**src/rtl/dfi_pkg.sv**
```systemverilog
package dfi_pkg;
  localparam int NSTAT = 10;
  // status bit positions (decoded by software, so fixed)
  localparam int S_TXAE  = 0;
  localparam int S_RXAF  = 1;
  localparam int S_TXUDF = 2;
  localparam int S_TXOVF = 3;
  localparam int S_RXUDF = 4;
  localparam int S_RXOVF = 5;
  localparam int S_TRAIL = 6;
  localparam int S_XFER  = 9;
  // fill-status word positions
  localparam int F_TXLVL   = 0;
  localparam int F_TXFULL  = 7;
  localparam int F_TXEMPTY = 8;
  localparam int F_RXLVL   = 16;
  localparam int F_RXFULL  = 23;
  localparam int F_RXEMPTY = 24;
endpackage

```
**src/rtl/dfi_byte_fifo.sv**
```systemverilog
module dfi_byte_fifo #(
  parameter int DEPTH = 64,
  parameter int DW    = 8,
  localparam int AW   = $clog2(DEPTH),
  localparam int LW   = AW + 1
) (
  input  logic          clk,
  input  logic          rst,
  input  logic          flush,
  input  logic          wr,
  input  logic [DW-1:0] wdata,
  input  logic          rd,
  output logic [DW-1:0] rdata,
  output logic [LW-1:0] level,
  output logic          full,
  output logic          empty,
  output logic          ovf,
  output logic          udf
);
  logic [DW-1:0] mem [DEPTH];
  logic [LW-1:0] wp, rp;
  logic          push, pop;

  assign level = wp - rp;
  assign full  = (level == LW'(DEPTH));
  assign empty = (level == '0);
  assign ovf   = wr & full;
  assign udf   = rd & empty;
  assign push  = wr & ~full;
  assign pop   = rd & ~empty;

  // storage without reset so it maps onto block RAM
  always_ff @(posedge clk) begin
    if (push) mem[wp[AW-1:0]] <= wdata;
  end

  always_ff @(posedge clk) begin
    if (rst || flush) begin
      wp    <= '0;
      rp    <= '0;
      rdata <= '0;
    end else begin
      if (push) wp <= wp + LW'(1);
      if (rd)   rdata <= empty ? '0 : mem[rp[AW-1:0]];
      if (pop)  rp <= rp + LW'(1);
    end
  end
endmodule

```
**src/rtl/dfi_trail_timer.sv**
```systemverilog
module dfi_trail_timer #(
  parameter int CW = 4
) (
  input  logic          clk,
  input  logic          rst,
  input  logic          clr,
  input  logic          tick,
  input  logic [CW-1:0] lim,
  output logic          fire
);
  logic [CW-1:0] cnt;

  assign fire = tick & ~clr & (lim != '0) & (cnt == lim - CW'(1));

  always_ff @(posedge clk) begin
    if (rst || clr)             cnt <= '0;
    else if (tick && cnt < lim) cnt <= cnt + CW'(1);
  end
endmodule

```
**src/rtl/dual_fifo_irq.sv**
```systemverilog
module dual_fifo_irq
  import dfi_pkg::*;
#(
  parameter int DEPTH   = 64,
  parameter int DW      = 8,
  parameter int TRAIL_W = 4,
  localparam int LW     = $clog2(DEPTH) + 1
) (
  input  logic               clk,
  input  logic               rst,
  input  logic               soft_rst_i,
  input  logic               tx_en_i,
  input  logic               rx_en_i,
  input  logic [LW-1:0]      tx_trig_i,
  input  logic [LW-1:0]      rx_trig_i,
  input  logic [NSTAT-1:0]   int_en_i,
  input  logic [TRAIL_W-1:0] trail_lim_i,
  input  logic               host_tx_wr_i,
  input  logic [DW-1:0]      host_tx_data_i,
  input  logic               host_rx_rd_i,
  output logic [DW-1:0]      host_rx_data_o,
  input  logic               eng_tx_rd_i,
  output logic [DW-1:0]      eng_tx_data_o,
  input  logic               eng_rx_wr_i,
  input  logic [DW-1:0]      eng_rx_data_i,
  input  logic               idle_tick_i,
  input  logic               xfer_evt_i,
  input  logic               int_clr_i,
  input  logic [NSTAT-1:0]   int_clr_mask_i,
  output logic [31:0]        fifo_stat_o,
  output logic [NSTAT-1:0]   int_stat_o,
  output logic               irq_o
);
  logic [LW-1:0]    tx_lvl, rx_lvl;
  logic             tx_full, tx_empty, tx_ovf, tx_udf;
  logic             rx_full, rx_empty, rx_ovf, rx_udf;
  logic             rx_qual, rx_act, trail_clr, trail_fire;
  logic [NSTAT-1:0] cause, clr_bits, stat_nxt;

  dfi_byte_fifo #(.DEPTH(DEPTH), .DW(DW)) u_txq (
    .clk(clk), .rst(rst), .flush(soft_rst_i | ~tx_en_i),
    .wr(host_tx_wr_i & tx_en_i), .wdata(host_tx_data_i),
    .rd(eng_tx_rd_i & tx_en_i), .rdata(eng_tx_data_o),
    .level(tx_lvl), .full(tx_full), .empty(tx_empty),
    .ovf(tx_ovf), .udf(tx_udf)
  );

  dfi_byte_fifo #(.DEPTH(DEPTH), .DW(DW)) u_rxq (
    .clk(clk), .rst(rst), .flush(soft_rst_i | ~rx_en_i),
    .wr(eng_rx_wr_i & rx_en_i), .wdata(eng_rx_data_i),
    .rd(host_rx_rd_i & rx_en_i), .rdata(host_rx_data_o),
    .level(rx_lvl), .full(rx_full), .empty(rx_empty),
    .ovf(rx_ovf), .udf(rx_udf)
  );

  // trailing: data present but under the trigger, and no traffic
  assign rx_qual   = rx_en_i & ~rx_empty & (rx_lvl < rx_trig_i);
  assign rx_act    = rx_en_i & (eng_rx_wr_i | host_rx_rd_i);
  assign trail_clr = soft_rst_i | ~rx_qual | rx_act;

  dfi_trail_timer #(.CW(TRAIL_W)) u_trail (
    .clk(clk), .rst(rst), .clr(trail_clr), .tick(idle_tick_i),
    .lim(trail_lim_i), .fire(trail_fire)
  );

  always_comb begin
    cause          = '0;
    cause[S_TXAE]  = tx_en_i & (tx_lvl <= tx_trig_i);
    cause[S_RXAF]  = rx_en_i & (rx_lvl >= rx_trig_i);
    cause[S_TXUDF] = tx_udf;
    cause[S_TXOVF] = tx_ovf;
    cause[S_RXUDF] = rx_udf;
    cause[S_RXOVF] = rx_ovf;
    cause[S_TRAIL] = trail_fire;
    cause[S_XFER]  = xfer_evt_i;
    clr_bits       = int_clr_i ? int_clr_mask_i : '0;
    stat_nxt       = soft_rst_i ? '0 : ((int_stat_o & ~clr_bits) | cause);
  end

  always_ff @(posedge clk) begin
    if (rst) begin
      int_stat_o <= '0;
      irq_o      <= 1'b0;
    end else begin
      int_stat_o <= stat_nxt;
      irq_o      <= |(stat_nxt & int_en_i);
    end
  end

  always_comb begin
    fifo_stat_o                   = '0;
    fifo_stat_o[F_TXLVL +: LW]    = tx_lvl;
    fifo_stat_o[F_TXFULL]         = tx_full;
    fifo_stat_o[F_TXEMPTY]        = tx_empty;
    fifo_stat_o[F_RXLVL +: LW]    = rx_lvl;
    fifo_stat_o[F_RXFULL]         = rx_full;
    fifo_stat_o[F_RXEMPTY]        = rx_empty;
  end
endmodule

```
**config.mk**
```make
export PLATFORM = sky130hd
export DESIGN_NAME = dual_fifo_irq
export DESIGN_NICKNAME = d
export VERILOG_FILES = /design/src/rtl/dfi_pkg.sv /design/src/rtl/dfi_byte_fifo.sv /design/src/rtl/dfi_trail_timer.sv /design/src/rtl/dual_fifo_irq.sv
export SDC_FILE = /design/constraint.sdc
export NUM_CORES = 1
export LEC_CHECK = 0
export BUFFER_PORTS_ARGS = -buffer_cell sky130_fd_sc_hd__buf_4
export CORE_ASPECT_RATIO = 0.9
export CORE_UTILIZATION = 50
export CTS_CLUSTER_SIZE = 14
export DETAILED_ROUTE_END_ITERATION = 12
export GPL_TIMING_DRIVEN = 0
export PLACE_DENSITY_LB_ADDON = 0.05
export SYNTH_ARGS = -nofsm -noshare
export SYNTH_HDL_FRONTEND = slang
export SYNTH_SLANG_ARGS = --single-unit
```
**constraint.sdc**
```tcl
create_clock -name clk -period 8.95 [get_ports clk]
set_input_delay 1.79 -clock clk [delete_from_list [all_inputs] [get_ports clk]]
set_output_delay 1.79 -clock clk [all_outputs]
set_load 0.02 [all_outputs]
```
Word level (Yosys, flattened, before mapping)

Memories as Yosys holds them, arrays and structs flattened. A register that Yosys moved wholly into a read port is not among the register bits.
Cells that the tools add are included.

Add/sub/neg operators: 8
Magnitude comparators: 4
Eq/ne operators: 3
Muxes and demuxes: 12
Bitwise operators: 37
Reduce and logical (&&, ||, !) cells: 8

Operator list:

| kind                                                                | count |
|---|---|
| 7-bit by 1-bit adder with 7-bit output (second input constant)      | 4 |
| 6-bit 2-to-1 mux                                                    | 4 |
| 1-bit AND                                                           | 20 |
| 10-bit AND                                                          | 2 |
| 10-bit 2-to-1 mux                                                   | 2 |
| 8-bit 2-to-1 mux                                                    | 2 |
| 7-bit equality test (second input constant)                         | 2 |
| 7-bit zero test                                                     | 2 |
| 7-bit subtractor                                                    | 2 |
| 10-bit inverter                                                     | 1 |
| 10-bit bitwise OR                                                   | 1 |
| 10-bit OR reduction                                                 | 1 |
| 1-bit inverter                                                      | 8 |
| 7-bit greater-or-equal comparator                                   | 1 |
| 7-bit less-or-equal comparator                                      | 1 |
| 7-bit < comparator                                                  | 1 |
| 1-bit bitwise OR                                                    | 5 |
| 4-bit by 1-bit adder with 4-bit output (second input constant)      | 1 |
| 4-bit equality test                                                 | 1 |
| 4-bit < comparator                                                  | 1 |
| 1-bit 2-to-1 mux                                                    | 4 |
| 4-bit nonzero test                                                  | 1 |
| 4-bit by 1-bit subtractor with 4-bit output (second input constant) | 1 |
| 1-bit logical OR                                                    | 3 |
| 1-bit logical AND                                                   | 1 |

Flip-flop bits (word level): 59
RAM bits: 1,024
Bits of input ports: 66
Output and inout bits: 59
Memories: 2

Memory list:

| name      | words | bits a word | read ports | clocked after memory_dff | write ports | line                | source |
|---|---|---|---|---|---|---|---|
| u_rxq.mem | 64    | 8           | 1          | 1                        | 1           | dfi_byte_fifo.sv:20 | `logic [DW-1:0] mem [DEPTH];` |
| u_txq.mem | 64    | 8           | 1          | 1                        | 1           | dfi_byte_fifo.sv:20 |  |

Depth between registers and ports, before layout

Depth after elaboration: 16
Depth in mapped cells: 18
Gate-level depth less buffers: 17

Cells and area by module

A second synthesis with hierarchy kept.

Cells, all modules: 2,563
Area total of the unflattened synthesis: 44,861.8 sq um

By module, submodules not included:

| module                 | times used | cells each | area each (sq um) |
|---|---|---|---|
| dfi_byte_fifo at u_rxq | 1          | 1,204      | 21,778.4 |
| dfi_byte_fifo at u_txq | 1          | 1,179      | 21,662.0 |
| dual_fifo_irq          | 1          | 134        | 1,039.7 |
| dfi_trail_timer        | 1          | 46         | 381.6 |

Worst setup path before layout

Ideal clock, no wire load.

Path type: reg2out
Start: register u_txq.wp[0]
End: output fifo_stat_o[8]
Arrival time: 2.598 ns
Data required time: 7.160 ns
Slack: 4.562 ns
Stages on the path, launching flop included: 12
Path through: dfxtp_1 -> inv_1 -> ha_1 -> inv_1 -> fa_1 -> a211oi_1 -> nor2_1 -> xor2_1 -> or4_1 -> buf_2 -> nor2_2 -> buf_4

Word-level cells in the longest chain between the ends: 2

RTL lines:

| element                | line                | source |
|---|---|---|
| start, declared        | dfi_byte_fifo.sv:21 | `logic [LW-1:0] wp, rp;` |
| start signal, assigned | dfi_byte_fifo.sv:43 | `if (push) wp <= wp + LW'(1);` |
| 7-bit subtractor       | dfi_byte_fifo.sv:24 | `assign level = wp - rp;` |
| net fifo_stat_o[4]     | dual_fifo_irq.sv:30 | `output logic [31:0] fifo_stat_o,` |
| 7-bit zero test        | dfi_byte_fifo.sv:26 | `assign empty = (level == '0);` |
| end, declared          | dual_fifo_irq.sv:30 |  |

The timed path passes the listed nets, and every way through them passes these cells.

Final worst setup path

Start: register u_txq.wp[0]
End: output fifo_stat_o[7]

Word-level cells in the longest chain between the ends: 2

RTL lines:

| element             | line                | source |
|---|---|---|
| 7-bit subtractor    | dfi_byte_fifo.sv:24 |  |
| 7-bit equality test | dfi_byte_fifo.sv:25 | `assign full = (level == LW'(DEPTH));` |

No other way between the ends.

==> flow_summary.json <==
{
  "outcome": "complete, no violations",
  "fillers": 6497,
  "cts_setup_buffers": 0,
  "initial_utilization": 0.505,
  "gp_congestion": 0.905,
  "setup_viol": 0,
  "synth_area_um2": 43400,
  "synthFlopType": "edfxtp_1",
  "drtIter0Drc": 2584,
  "crit_path_cell_trace": "inv_1 -> ha_1 -> inv_1 -> fa_1 -> a211oi_1 -> o21bai_1 -> a21oi_1 -> xnor2_1 -> inv_1 -> buf_2 -> nand2_1 -> inv_1 -> buf_4 -> buf_4",
  "tightest_slew_ns": 1.06,
  "hold_path_class": "flop to flop",
  "ys_seq_elements": 1095,
  "path_max_fanout": 11,
  "yosysSeqAreaShare": 0.741,
  "cpLargestDelayFamily": "buffers and inverters",
  "cts_tree": "yes",
  "cts_sinks": 1095,
  "switching_share": 0.199,
  "wl_per_cell_um": 28.6,
  "start_kind": "flop",
  "yosys-top-cells-count": "1024 x edfxtp_1, 256 x mux4_2, 186 x nor2_1",
  "clk_pin_slew_ns": 0.06,
  "dr_total_vias": 22900,
  "whs_path_depth": 2,
  "max_cap_viol_count": 0,
  "cts_buffers": 111,
  "dp.final_hpwl_um": 69400,
  "powerDensity_nw_per_um2": 213,
  "critPathKind": "flop to output pin",
  "overflow": 0,
  "cts_hold_buf": 0,
  "fmax_ghz": 0.176,
  "synth-edff-count": 1024,
  "synth.area.top_cells": "edfxtp_1 71%, mux4_2 13%, dfxtp_1 3.3%",
  "p_sw_w": 0.00209,
  "rsz0062_at_grt": "no",
  "cts_resized": 0,
  "cp.arrival_ns": 3.89,
  "insertion_delay_ns": 0.67,
  "cpMostUsedCell": "inv_1",
  "min_from": "int_stat_o[7]$_SDFF_PP0_",
  "numPortBuffers": 108,
  "grt_pass1_vias": 22600,
  "rows": 102,
  "fin_nets": 2622,
  "synth_top_family_by_area": "multiplexers",
  "synth_compound_area_frac": 0.0517,
  "synth.area.mux_share": 0.134,
  "area_growth_pct": 14.0,
  "dpl_cell_area_um2": 45700,
  "seqPwrFrac": 0.532,
  "finalCritPeriodShare": 0.635,
  "drc": 0,
  "synth_top_area_cell": "edfxtp_1",
  "hold-path-endpoint": "int_stat_o[7]$_SDFF_PP0_",
  "ys_warn_count": 0,
  "cp-end-kind": "output pin",
  "synth-simple-area-share": 0.0361,
  "cp.depth": 14,
  "drt_wl_total_um": 108000,
  "postRouteAntennaNets": 0,
  "grt_max_degree": 65,
  "die_y_um": 282,
  "synth_cell_type_count": 67,
  "cpMaxStageDelayCell": "fa_1",
  "htreeDepth": 3,
  "r2r_start": "u_txq.wp[0]$_SDFFE_PP0P_",
  "finalHoldViolations": 0,
  "setup_tns_ns": 0,
  "worst-path-buf-inv": 7,
  "p_int_w": 0.00844,
  "cts_root_buffer": "clkbuf_16",
  "crit_required_ns": 7.16,
  "drive_above_1_share": 0.234,
  "multi_input_area_um2": 10500,
  "syn_inst": 2284,
  "clockBufferDepth": 3,
  "yosys.area_share.xor_xnor": 0.00743,
  "viasPerCell": 6.10,
  "grt_pass1_wl_um": 155000,
  "vdd_drop_max_mv": 0.170,
  "io_pins": 125,
  "async_flop_share": 0,
  "pwr-share-comb": 0.018,
  "die_x_um": 313,
  "ff2ff_setup_slack_ns": 4.13,
  "antenna_found_initial": 0,
  "synth_top_area_frac": 0.708,
  "synth.avg_cell_area_um2": 19.0,
  "min_period_ns": 5.68,
  "drt_first_pass_iters": 7,
  "slew_headroom": 0.294,
  "synth_most_common_cell": "edfxtp_1",
  "power_leakage_nw": 15.5,
  "clock_power_share": 0.451,
  "clock_skew_ns": 0.0295,
  "reg2reg_to": "u_txq.mem[38][5]$_DFFE_PP_",
  "ff_latch_area_um2": 32200,
  "core_area_um2": 86000,
  "grt_usage": 0.245,
  "crit_path_max_incr_delay_ns": 0.40,
  "r2r_cells": 13,
  "dieArea_um2": 88100,
  "synth_fa_ha_area_frac": 0.0113,
  "postLayoutCellArea_um2": 49500,
  "finalMaxSlewViolations": 0
}
==> how the worst max path moves through the flow <==
stage / start / to
final: u_txq.wp[0]$_SDFFE_PP0P_ / fifo_stat_o[7]
after floorplan: u_txq.wp[0]$_SDFFE_PP0P_ / fifo_stat_o[8]
after global routing: u_txq.wp[0]$_SDFFE_PP0P_ / fifo_stat_o[7]
after CTS: u_txq.wp[0]$_SDFFE_PP0P_ / fifo_stat_o[7]
after global placement: u_txq.wp[0]$_SDFFE_PP0P_ / fifo_stat_o[7]
after detailed placement: u_txq.wp[0]$_SDFFE_PP0P_ / fifo_stat_o[7]
==> metrics by stage <==
step	setup WS [ns]	std cells	power [W]	hold WS (ns)	util
after floorplan	4.56	2297	0.00576	0.463	-
after global placement	4.06	3549	0.00589	0.439	0.532
after detailed placement	3.98	3549	0.00590	0.444	0.532
after CTS	3.23	3760	0.0106	0.454	0.576
after global routing	3.06	3760	0.0108	0.489	0.576
final	3.27	3761	0.0105	0.451	0.576
==> routing by layer <==
| metal | routed length [µm] | vias up | track usage |
|---|---|---|---|
| met3 | 9540 | 132 | 0.0559 |
| li1 | - | 9762 | - |
| met5 | 0 | - | 0 |
| met4 | 1730 | 0 | 0.0527 |
| met2 | 47200 | 922 | 0.350 |
| met1 | 49000 | 12100 | 0.386 |
==> power groups by stage <==
stage / Combinational, W / Sequential, W / Clock, W
floorplan: 0.0000554 / 0.00571 / 0
global placement: 0.000179 / 0.00571 / 0
detailed placement: 0.000188 / 0.00571 / 0
CTS: 0.000188 / 0.00560 / 0.00481
global route: 0.000200 / 0.00560 / 0.00501
finish: 0.000185 / 0.00560 / 0.00475
==> sequential cells by signal, indices dropped and copies added, names as in the netlist, named ones only <==
name         flops
int_stat_o      10
irq_o            1
u_rxq.mem      512
u_rxq.rdata      8
u_rxq.rp         7
u_rxq.wp         7
u_trail.cnt      4
u_txq.mem      512
u_txq.rdata      8
u_txq.rp         7
u_txq.wp         7
==> layout make-up <==
cell class / instances / share of cell area
sequential: 1095 / 0.650
clock inverter: 75 / 0.0158
buffer: 140 / 0.0130
inverter: 46 / 0.00349
timing repair buffer: 108 / 0.0164
antenna: 1 / 0.0000505
clock buffer: 136 / 0.0607
tap: 1144 / 0.0289
multi-input combinational: 1016 / 0.212
==> worst register-to-register path: cells and delay by family (launching register included) <==
family / cells / cell delay, ns
xor gates and xnor gates: 1 / 0.34
adders and majority gates: 2 / 0.61
DFF: 1 / 0.34
buffers and inverters: 4 / 0.64
and+or+nand+nor: 3 / 1.88
AOI/OAI and AO/OA: 3 / 0.64
==> cells in the final DEF, fill, tap and decap left out, drive strengths merged, types with 8 or more instances in the layout <==
cell type,n
nand2,42
nor2,188
xor2,12
bufinv,14
clkbuf,213
clkinv,52
nand3,20
a21boi,19
ha,36
xnor2,24
buf,171
conb,14
a22oi,130
nand4,8
nand3b,8
nor3,11
a22o,16
a211oi,8
a21oi,72
mux4,256
dfxtp,71
nor2b,14
o211ai,9
edfxtp,1024
o21ai,45
inv,49
==> logic make-up (layout without fill, tap and decap cells) <==
| logic type | after synthesis | in the layout |
|---|---|---|
| mux | 261 | 261 |
| flops | 1095 | 1095 |
| fa+ha+maj | 38 | 38 |
| compound gates | 330 | 330 |
| buf+inv | 186 | 505 |
| simple gates | 337 | 337 |
| xor+xnor | 36 | 36 |
| other cells | 1 | 15 |
(Power assumes the default switching activity.)
